### config.mk
export PLATFORM = sky130hd
export DESIGN_NAME = uart_irq_ctrl
export DESIGN_NICKNAME = d
export VERILOG_FILES = /design/src/rtl/uirq_pkg.sv /design/src/rtl/uirq_pending.sv /design/src/rtl/uirq_errstat.sv /design/src/rtl/uirq_out.sv /design/src/rtl/uart_irq_ctrl.sv
export SDC_FILE = /design/constraint.sdc
export NUM_CORES = 1
export LEC_CHECK = 0
export CORE_ASPECT_RATIO = 1.1
export CORE_UTILIZATION = 37
export DETAILED_ROUTE_END_ITERATION = 12
export PLACE_DENSITY = 0.75
export SETUP_SLACK_MARGIN = 0.05
export SLEW_MARGIN = 20
export SYNTH_ARGS = -nofsm -noshare
export SYNTH_HDL_FRONTEND = slang
export SYNTH_SLANG_ARGS = --single-unit
### constraint.sdc
create_clock -name clk -period 1.1 [get_ports clk]
set_clock_uncertainty 0.1 [all_clocks]
set_input_delay 0.11 -clock clk [delete_from_list [all_inputs] [get_ports clk]]
set_output_delay 0.11 -clock clk [all_outputs]
set_load 0.02 [all_outputs]
### src/rtl/uirq_pkg.sv
package uirq_pkg;
  localparam int NSRC    = 4;
  localparam int SRC_RX  = 0;
  localparam int SRC_ERR = 1;
  localparam int SRC_TX  = 2;
  localparam int SRC_MDM = 3;

  localparam int NERR    = 4;
  localparam int ERR_OVR = 0;
  localparam int ERR_PAR = 1;
  localparam int ERR_FRM = 2;
  localparam int ERR_BRK = 3;

  localparam int REG_PEND = 0;
  localparam int REG_MASK = 1;
  localparam int REG_CTRL = 2;
  localparam int REG_ERR  = 3;
endpackage

### src/rtl/uirq_pending.sv
module uirq_pending #(
  parameter int N = 4
) (
  input  logic         clk,
  input  logic         rst,
  input  logic [N-1:0] set_i,
  input  logic [N-1:0] clr_i,
  output logic [N-1:0] pend_o
);
  for (genvar k = 0; k < N; k++) begin : g_bit
    always_ff @(posedge clk) begin
      if (rst)           pend_o[k] <= 1'b0;
      else if (set_i[k]) pend_o[k] <= 1'b1;
      else if (clr_i[k]) pend_o[k] <= 1'b0;
    end
  end

  // a clear with no competing set empties the bit
  a_r2_w1c_clears: assert property (@(posedge clk) disable iff (rst)
    ((clr_i & ~set_i) != '0) |=> ((pend_o & $past(clr_i & ~set_i)) == '0));
  // a set always lands, even against a clear
  a_r9_set_wins: assert property (@(posedge clk) disable iff (rst)
    (set_i != '0) |=> ((pend_o & $past(set_i)) == $past(set_i)));
endmodule

### src/rtl/uirq_errstat.sv
module uirq_errstat #(
  parameter int N = 4
) (
  input  logic         clk,
  input  logic         rst,
  input  logic [N-1:0] cap_i,
  input  logic         rd_clr_i,
  output logic [N-1:0] flags_o
);
  always_ff @(posedge clk) begin
    if (rst)           flags_o <= '0;
    else if (rd_clr_i) flags_o <= cap_i;
    else               flags_o <= flags_o | cap_i;
  end

  // read clears everything not captured in the same cycle
  a_r8_clear_on_read: assert property (@(posedge clk) disable iff (rst)
    rd_clr_i |=> ((flags_o & ~$past(cap_i)) == '0));
  // flags stay sticky without a read
  a_r7_sticky: assert property (@(posedge clk) disable iff (rst)
    !rd_clr_i |=> ((flags_o & $past(flags_o)) == $past(flags_o)));
endmodule

### src/rtl/uirq_out.sv
module uirq_out #(
  parameter int N = 4
) (
  input  logic         clk,
  input  logic         rst,
  input  logic [N-1:0] pend_i,
  input  logic [N-1:0] mask_i,
  input  logic         gie_i,
  output logic         irq_o
);
  logic [N-1:0] live;
  assign live = pend_i & ~mask_i;

  always_ff @(posedge clk) begin
    if (rst) irq_o <= 1'b0;
    else     irq_o <= gie_i & (|live);
  end

  // no request one cycle after the enable is off
  a_r4_gie_gates: assert property (@(posedge clk) disable iff (rst)
    !gie_i |=> !irq_o);
  // fully masked sources never reach the line
  a_r3_all_masked_quiet: assert property (@(posedge clk) disable iff (rst)
    ((pend_i & ~mask_i) == '0) |=> !irq_o);
endmodule

### src/rtl/uart_irq_ctrl.sv
module uart_irq_ctrl
  import uirq_pkg::*;
#(
  parameter int DATA_W = 8,
  parameter int ADDR_W = 2,
  parameter int LVL_W  = 8
) (
  input  logic              clk,
  input  logic              rst,
  input  logic              reg_wr,
  input  logic              reg_rd,
  input  logic [ADDR_W-1:0] reg_addr,
  input  logic [DATA_W-1:0] reg_wdata,
  output logic [DATA_W-1:0] reg_rdata,
  input  logic              rx_avail,
  input  logic [LVL_W-1:0]  tx_level,
  input  logic [LVL_W-1:0]  tx_trig,
  input  logic              modem_evt,
  input  logic              err_ovr,
  input  logic              err_par,
  input  logic              err_frm,
  input  logic              err_brk,
  output logic              irq
);
  localparam int SPARE_W = DATA_W - NSRC;

  logic            sel_pend, sel_mask, sel_ctrl, sel_err;
  logic [NSRC-1:0] src_set, src_clr, pend, mask_q;
  logic [NERR-1:0] err_cap, err_flags;
  logic            gie_q;
  logic [DATA_W-1:0] rd_mux;

  assign sel_pend = (reg_addr == ADDR_W'(REG_PEND));
  assign sel_mask = (reg_addr == ADDR_W'(REG_MASK));
  assign sel_ctrl = (reg_addr == ADDR_W'(REG_CTRL));
  assign sel_err  = (reg_addr == ADDR_W'(REG_ERR));

  always_comb begin
    err_cap          = '0;
    err_cap[ERR_OVR] = err_ovr;
    err_cap[ERR_PAR] = err_par;
    err_cap[ERR_FRM] = err_frm;
    err_cap[ERR_BRK] = err_brk;
  end

  always_comb begin
    src_set          = '0;
    src_set[SRC_RX]  = rx_avail;
    src_set[SRC_ERR] = |err_cap;
    src_set[SRC_TX]  = (tx_level <= tx_trig);
    src_set[SRC_MDM] = modem_evt;
  end

  assign src_clr = (reg_wr && sel_pend) ? reg_wdata[NSRC-1:0] : '0;

  if (SPARE_W > 0) begin : g_spare
    logic unused_wbits;
    assign unused_wbits = ^reg_wdata[DATA_W-1:NSRC];
  end

  always_ff @(posedge clk) begin
    if (rst) begin
      mask_q <= '1;
      gie_q  <= 1'b0;
    end else if (reg_wr) begin
      if (sel_mask) mask_q <= reg_wdata[NSRC-1:0];
      if (sel_ctrl) gie_q  <= reg_wdata[0];
    end
  end

  uirq_pending #(.N(NSRC)) u_pend (
    .clk(clk), .rst(rst), .set_i(src_set), .clr_i(src_clr), .pend_o(pend)
  );

  uirq_errstat #(.N(NERR)) u_err (
    .clk(clk), .rst(rst), .cap_i(err_cap),
    .rd_clr_i(reg_rd && sel_err), .flags_o(err_flags)
  );

  uirq_out #(.N(NSRC)) u_out (
    .clk(clk), .rst(rst), .pend_i(pend), .mask_i(mask_q),
    .gie_i(gie_q), .irq_o(irq)
  );

  always_comb begin
    rd_mux = '0;
    if (sel_pend)      rd_mux[NSRC-1:0] = pend;
    else if (sel_mask) rd_mux[NSRC-1:0] = mask_q;
    else if (sel_ctrl) rd_mux[0]        = gie_q;
    else if (sel_err)  rd_mux[NERR-1:0] = err_flags;
  end

  always_ff @(posedge clk) begin
    if (rst)         reg_rdata <= '0;
    else if (reg_rd) reg_rdata <= rd_mux;
  end

  // reset leaves every source masked
  a_r3_reset_masked: assert property (@(posedge clk)
    rst |=> (mask_q == '1 && !gie_q));
  // any error strobe sets the error pending bit
  a_r7_err_pends: assert property (@(posedge clk) disable iff (rst)
    (err_cap != '0) |=> pend[SRC_ERR]);
  // a live unmasked pending source keeps the line high
  a_r5_level_held: assert property (@(posedge clk) disable iff (rst)
    (gie_q && ((pend & ~mask_q) != '0)) |=> irq);
  // read data holds between reads
  a_r10_rdata_hold: assert property (@(posedge clk) disable iff (rst)
    !reg_rd |=> $stable(reg_rdata));
endmodule

; Yosys cells after proc, flatten, opt, wreduce, memory -nomap -nowiden
; Cells that the tools add are included.
[classes]
n_bitwise = 4
n_lt_le_gt_ge = 1
reduce_logical = 11
n_eq_ne = 3
muxes = 15
[ops]
columns = op, count
row1 = 4-bit two-way mux, 5
row2 = 1-bit two-way mux, 9
row3 = 8-bit <= comparator, 1
row4 = 2-bit nonzero test, 4
row5 = 4-bit OR reduction, 2
row6 = 4-bit bitwise AND, 1
row7 = 2-bit equality test (second input constant), 2
row8 = 4-bit NOT, 1
row9 = 4-bit bitwise OR, 1
row10 = 2-bit AND reduction, 2
row11 = 3-bit two-way mux, 1
row12 = 2-bit by 1-bit equality test with 1-bit output (second input constant), 1
row13 = 1-bit logical AND, 2
row14 = 2-bit logical NOT, 1
row15 = 1-bit bitwise AND, 1
[word_totals]
regBits = 18
output_inout_bits = 9
word_cells = 43
in_bits = 36

; Depth between registers and ports, before layout
[logic_depth]
depth_word = 5
ltp_mapped = 6
depth_no_buf = 6

; Cells and area by module
; From an unflattened synthesis, not the netlist that was laid out.
[unflattened]
hier_cells = 125
area_unflattened_um2 = 1073.5
[modules_own_cells]
columns = mod, instances, cells_each, seq_area_each_um2, area_per_inst_um2
row1 = uart_irq_ctrl, 1, 86, 180.2, 733.2
row2 = uirq_errstat, 1, 16, 80.1, 140.1
row3 = uirq_pending, 1, 16, 80.1, 140.1
row4 = uirq_out, 1, 7, 20.0, 60.1

; Worst setup path after synthesis
; No wires, ideal clock.
[synth_path]
path_kind = input to register
startpoint = in tx_trig[5]
endpoint = reg u_pend.pend_o[2]
path_buffers = 0
setup_slack_ps = -89
arrival_time_ps = 1015
cell_stages = 6
setup_time_ps = 74
required_time_ps = 926
cell_sequence = inv_1 ha_1 a211o_1 o211ai_2 nand4b_1 a31oi_1
[synth_between]
elab_chain_len = 2
word_cells_on_any_way = 3
cone_classes = order compare (1) / mux (1) / reduce/logical (1)
[synth_rtl]
columns = item, line
row1 = from (decl), uart_irq_ctrl.sv:17  ; input logic [LVL_W-1:0] tx_trig,
row2 = 8-bit <= comparator (*), uart_irq_ctrl.sv:50  ; src_set[SRC_TX] = (tx_level <= tx_trig);
row3 = 1-bit two-way mux or 2-bit nonzero test (tied branches), -
row4 = "to (signal, indexed assignment)", uirq_pending.sv:12  ; if (rst) pend_o[k] <= 1'b0;
row5 = "to (signal, indexed assignment)", uirq_pending.sv:13  ; else if (set_i[k]) pend_o[k] <= 1'b1;
row6 = "to (signal, indexed assignment)", uirq_pending.sv:14  ; else if (clr_i[k]) pend_o[k] <= 1'b0;
row7 = to (decl), uirq_pending.sv:8  ; output logic [N-1:0] pend_o
; Every way passes the cells marked *; elsewhere a longest branch is shown, timed or not.
; A chain may end at the register's enable or synchronous reset.

; Worst setup path in the final report
[layout_path]
startpoint = reg u_err.flags_o[0]
endpoint = reg reg_rdata[0]
[layout_between]
elab_chain_len = 4
[layout_rtl]
columns = item, line
row1 = from (decl), uirq_errstat.sv:8  ; output logic [N-1:0] flags_o
row2 = from (signal assigned), uirq_errstat.sv:12  ; else if (rd_clr_i) flags_o <= cap_i;
row3 = from (signal assigned), uirq_errstat.sv:13  ; else flags_o <= flags_o | cap_i;
row4 = 4-bit two-way mux, uart_irq_ctrl.sv:90  ; else if (sel_err) rd_mux[NERR-1:0] = err_flags;
row5 = 1-bit two-way mux, uart_irq_ctrl.sv:89  ; else if (sel_ctrl) rd_mux[0] = gie_q;
row6 = 4-bit two-way mux, uart_irq_ctrl.sv:88  ; else if (sel_mask) rd_mux[NSRC-1:0] = mask_q;
row7 = 4-bit two-way mux, uart_irq_ctrl.sv:87  ; if (sel_pend) rd_mux[NSRC-1:0] = pend;
row8 = to (signal assigned), uart_irq_ctrl.sv:95  ; else if (reg_rd) reg_rdata <= rd_mux;
row9 = to (decl), uart_irq_ctrl.sv:14  ; output logic [DATA_W-1:0] reg_rdata,
; Every way passes these cells.

==> flow_metrics.env <==
export IMPL_run_status="finished, violations left"
export IMPL_violations="setup timing"
export IMPL_cpMaxStageDelayCell="sky130_fd_sc_hd__mux4_2"
export IMPL_first_global_vias=985
export IMPL_grt_overflow_total=0
export IMPL_synth_area_top_cells="sky130_fd_sc_hd__dfxtp_1 36%, sky130_fd_sc_hd__ha_1 9.9%, sky130_fd_sc_hd__nor2_1 5.5%"
export IMPL_syn_area_um2=1010
export IMPL_route_detailed_vias_per_inst=5.09
export IMPL_clock_tree_htree_level_count=1
export IMPL_worst_hold_path_type="input pin to flop"
export IMPL_dp_worst_setup_slack_ns=-0.608
export IMPL_clk_pin_slew_worst_paths_ns=0.10
export IMPL_timing_critical_path_required_ns=1.20
export IMPL_layout_drive_gt1_share_pct=34.3
export IMPL_final_count_of_hold_timing_violations=0
export IMPL_finalWorstPathRequiredPeriod_ns=1.18
export IMPL_grt_start_max_net_pins=12
export IMPL_grt_pass1_wl_um=4090
export IMPL_core_area_um2=2540
export IMPL_wl_per_cell_um=13.3
export IMPL_detail_route_wirelength_um=2660
export IMPL_final_critical_path_setup_slack_ns=-0.0816
export IMPL_detailroute_via_count=1017
export IMPL_area_growth_syn_to_layout_pct=58.2
export IMPL_setup_worst_path_class="flop to flop"
export IMPL_antenna_left=0
export IMPL_drt_initial_drc_count=9
export IMPL_max_cap_violations=0
export IMPL_antenna_found_initial=0
export IMPL_total_switching_power_uw=423
export IMPL_antenna_diode_count=0
export IMPL_seq_power_share_pct=48.3
export IMPL_die_width_um=51.9
export IMPL_setup_viol_count_final=1
export IMPL_critical_path_endpoint_type="flop"
export IMPL_fp_dieH_um=56.9
export IMPL_synth_top_area_cell="sky130_fd_sc_hd__dfxtp_1"
export IMPL_critical_path_cell_chain="mux4_2 -> mux2i_1 -> nor2_1"
export IMPL_clockBufferDepth=2
export IMPL_cts_hold_fix_buffers=0
export IMPL_setup_repair_after_global_routing_missed_its_margin="yes"
export IMPL_power_uw=1490
export IMPL_fp_dieArea_um2=2960
export IMPL_yosysWarnings=0
export IMPL_dp_hpwl_um=2000
export IMPL_internal_power_uw=1070
export IMPL_start_util_pct=39.9
export IMPL_gp_routability_congestion=0.743
export IMPL_ys_types=31
export IMPL_slew_violations=0
export IMPL_worst_path_largest_cell_delay_ns=0.46
export IMPL_cts_root_buffer="sky130_fd_sc_hd__clkbuf_4"
export IMPL_boundaryPins=45
export IMPL_globalRouteTotalUtil_pct=18.2
export IMPL_clockPowerShare_pct=21.9
export IMPL_achievable_frequency_mhz=846
export IMPL_critical_path_arrival_ns=1.28
export IMPL_power_leakage_uw=0.000736
export IMPL_fin_crit_sh_pct=107
export IMPL_post_synth_top_area_fraction_pct=35.5
export IMPL_number_of_search_and_repair_iterations_in_the_first_detailed_routing_pass=4
export IMPL_seq_area_frac_synth_pct=35.5
export IMPL_io_buffer_count=36
export IMPL_cts_inserted_buffers=3
export IMPL_start_kind="flop"
export IMPL_site_row_count=19
export IMPL_sw_frac_of_total_pct=28.4
export IMPL_route_detailed_drc=0
export IMPL_vdd_drop_max_v=0.000514
export IMPL_nets=215
export IMPL_critical_path_max_fanout=2
export IMPL_pwr_share_comb_pct=29.7
export IMPL_synthCells=118
export IMPL_syn_avg_cell_area_um2=8.60
export IMPL_fill_cells=232
export IMPL_worstSkewPairLatency_ns=0.29
export IMPL_cts_sinks=18
export IMPL_tritoncts="done"
export IMPL_final_cell_area_um2=1610
export IMPL_placement_cell_area_um2=1490
export IMPL_power_density_nw_per_um2=928
export IMPL_synth_seq_cells=18
synth_stat cells:
cell and count:
sky130_fd_sc_hd__buf_6 2, sky130_fd_sc_hd__a221oi_1 1, sky130_fd_sc_hd__o21ai_0 2, sky130_fd_sc_hd__clkbuf_1 2
sky130_fd_sc_hd__o21ai_1 3, sky130_fd_sc_hd__a31oi_1 1, sky130_fd_sc_hd__conb_1 1, sky130_fd_sc_hd__nand3b_1 2
sky130_fd_sc_hd__o211ai_1 4, sky130_fd_sc_hd__nor3b_1 1, sky130_fd_sc_hd__a211o_1 3, sky130_fd_sc_hd__nand2b_1 2
sky130_fd_sc_hd__inv_1 14, sky130_fd_sc_hd__mux2i_1 5, sky130_fd_sc_hd__nand3_1 4, sky130_fd_sc_hd__nand4b_1 1
sky130_fd_sc_hd__o211ai_2 1, sky130_fd_sc_hd__nor4_1 1, sky130_fd_sc_hd__nor2_1 15, sky130_fd_sc_hd__nand4_1 2
sky130_fd_sc_hd__o22ai_1 1, sky130_fd_sc_hd__buf_2 1, sky130_fd_sc_hd__nor2b_1 1, sky130_fd_sc_hd__ha_1 8
sky130_fd_sc_hd__nor3b_2 1, sky130_fd_sc_hd__mux4_2 1, sky130_fd_sc_hd__nand3b_4 1, sky130_fd_sc_hd__nand2_1 6
sky130_fd_sc_hd__dfxtp_1 18, sky130_fd_sc_hd__buf_4 4, sky130_fd_sc_hd__a21oi_1 9
placed cells by master, fill, tap and decap left out, drive strengths merged:
master and instances:
o22ai 1, clkdlybuf4s50 12, clkdlybuf4s15 5, nor2 15, inv 14, a31oi 1, ha 8, dfxtp 18
clkbuf 3, buf 25, a221oi 1, nand3b 3, o211ai 5, nand2 6, conb 4, nor3b 2
mux4 1, nand2b 2, o21ai 5, mux2i 5, nand4b 1, dlygate4sd2 11, a21oi 9, nand4 2
nor2b 1, nand3 4, dlymetal6s2s 1, a211o 3, nor4 1
routing by layer:
metal | vias to the layer above | GRT usage [%] | share of wire [%]
li1 | 502 | - | -
met1 | 475 | 19.9 | 38
met2 | 38 | 33.5 | 55
met3 | 2 | 2.71 | 5.8
met4 | 0 | 7.72 | 1.0
met5 | - | 0 | 0
area by class of cell:
class / count / area [µm²] / area share (%)
clock buffer: 3 / 22.5 / 1.40
inverter: 14 / 52.6 / 3.27
multi-input combinational: 80 / 663 / 41.3
sequential: 18 / 365 / 22.8
tap: 31 / 38.8 / 2.42
timing repair buffer: 54 / 463 / 28.8
path summary, 6_finish.rpt:
path / from / endpoint / slack, ns / depth (start not counted)
setup / recovery: u_err.flags_o[0] / reg_rdata[0] / -0.08 / 3
hold reg to reg: u_pend.pend_o[1] / u_pend.pend_o[1] / 0.38 / 2
hold / removal: reg_wr / mask_q[0] / 0.25 / 4
setup reg to reg: u_err.flags_o[0] / reg_rdata[0] / -0.08 / 3
cell families after synthesis:
| logic type | count (synthesis) | share of synthesized area [%] |
|---|---|---|
| simple gates | 37 | 19.7 |
| compound gates | 25 | 15.8 |
| buf+inv | 23 | 11.6 |
| flops | 18 | 35.5 |
| fa+ha+maj | 8 | 9.86 |
| mux | 6 | 7.15 |
| other cells | 1 | 0.370 |
worst max-delay path: cells and delay by family, from the launching register on:
| family | cells | cell delay, ns |
|---|---|---|
| flops | 1 | 0.34 |
| mux | 2 | 0.60 |
| simple gates | 1 | 0.05 |
sequential cells by signal, summed over array words and instances, names as in the netlist:
register	count
u_pend.pend_o	4
gie_q	1
u_out.irq_o	1
u_err.flags_o	4
reg_rdata	4
mask_q	4
power groups by stage:
stage	Combinational [µW]	Clock [µW]	Sequential (µW)
3_3_place_gp	389	0	731
2_1_floorplan	196	0	739
3_5_place_dp	406	0	731
4_1_cts	404	340	718
5_1_grt	487	365	725
6_report	443	327	720
what timing repair did:
item | 4_1_cts | 5_1_grt
setup endpoints to repair | 22 | 9
pin swaps | 12 | 9
buffers inserted | 0 | 3
resized for setup | 61 | 18
metrics by stage:
step                      hold slack, ns  util, %  instances  setup TNS [ns]
after global routing               0.248     63.1        200         -0.0969
after floorplan                    0.127        -        121         -0.0330
after CTS                          0.276     60.1        197         -0.0821
after global placement             0.368     58.4        194           -6.38
after detailed placement           0.370     58.4        194           -6.65
final                              0.249     63.1        200         -0.0816
No activity file was read; power rests on OpenSTA's default activity.
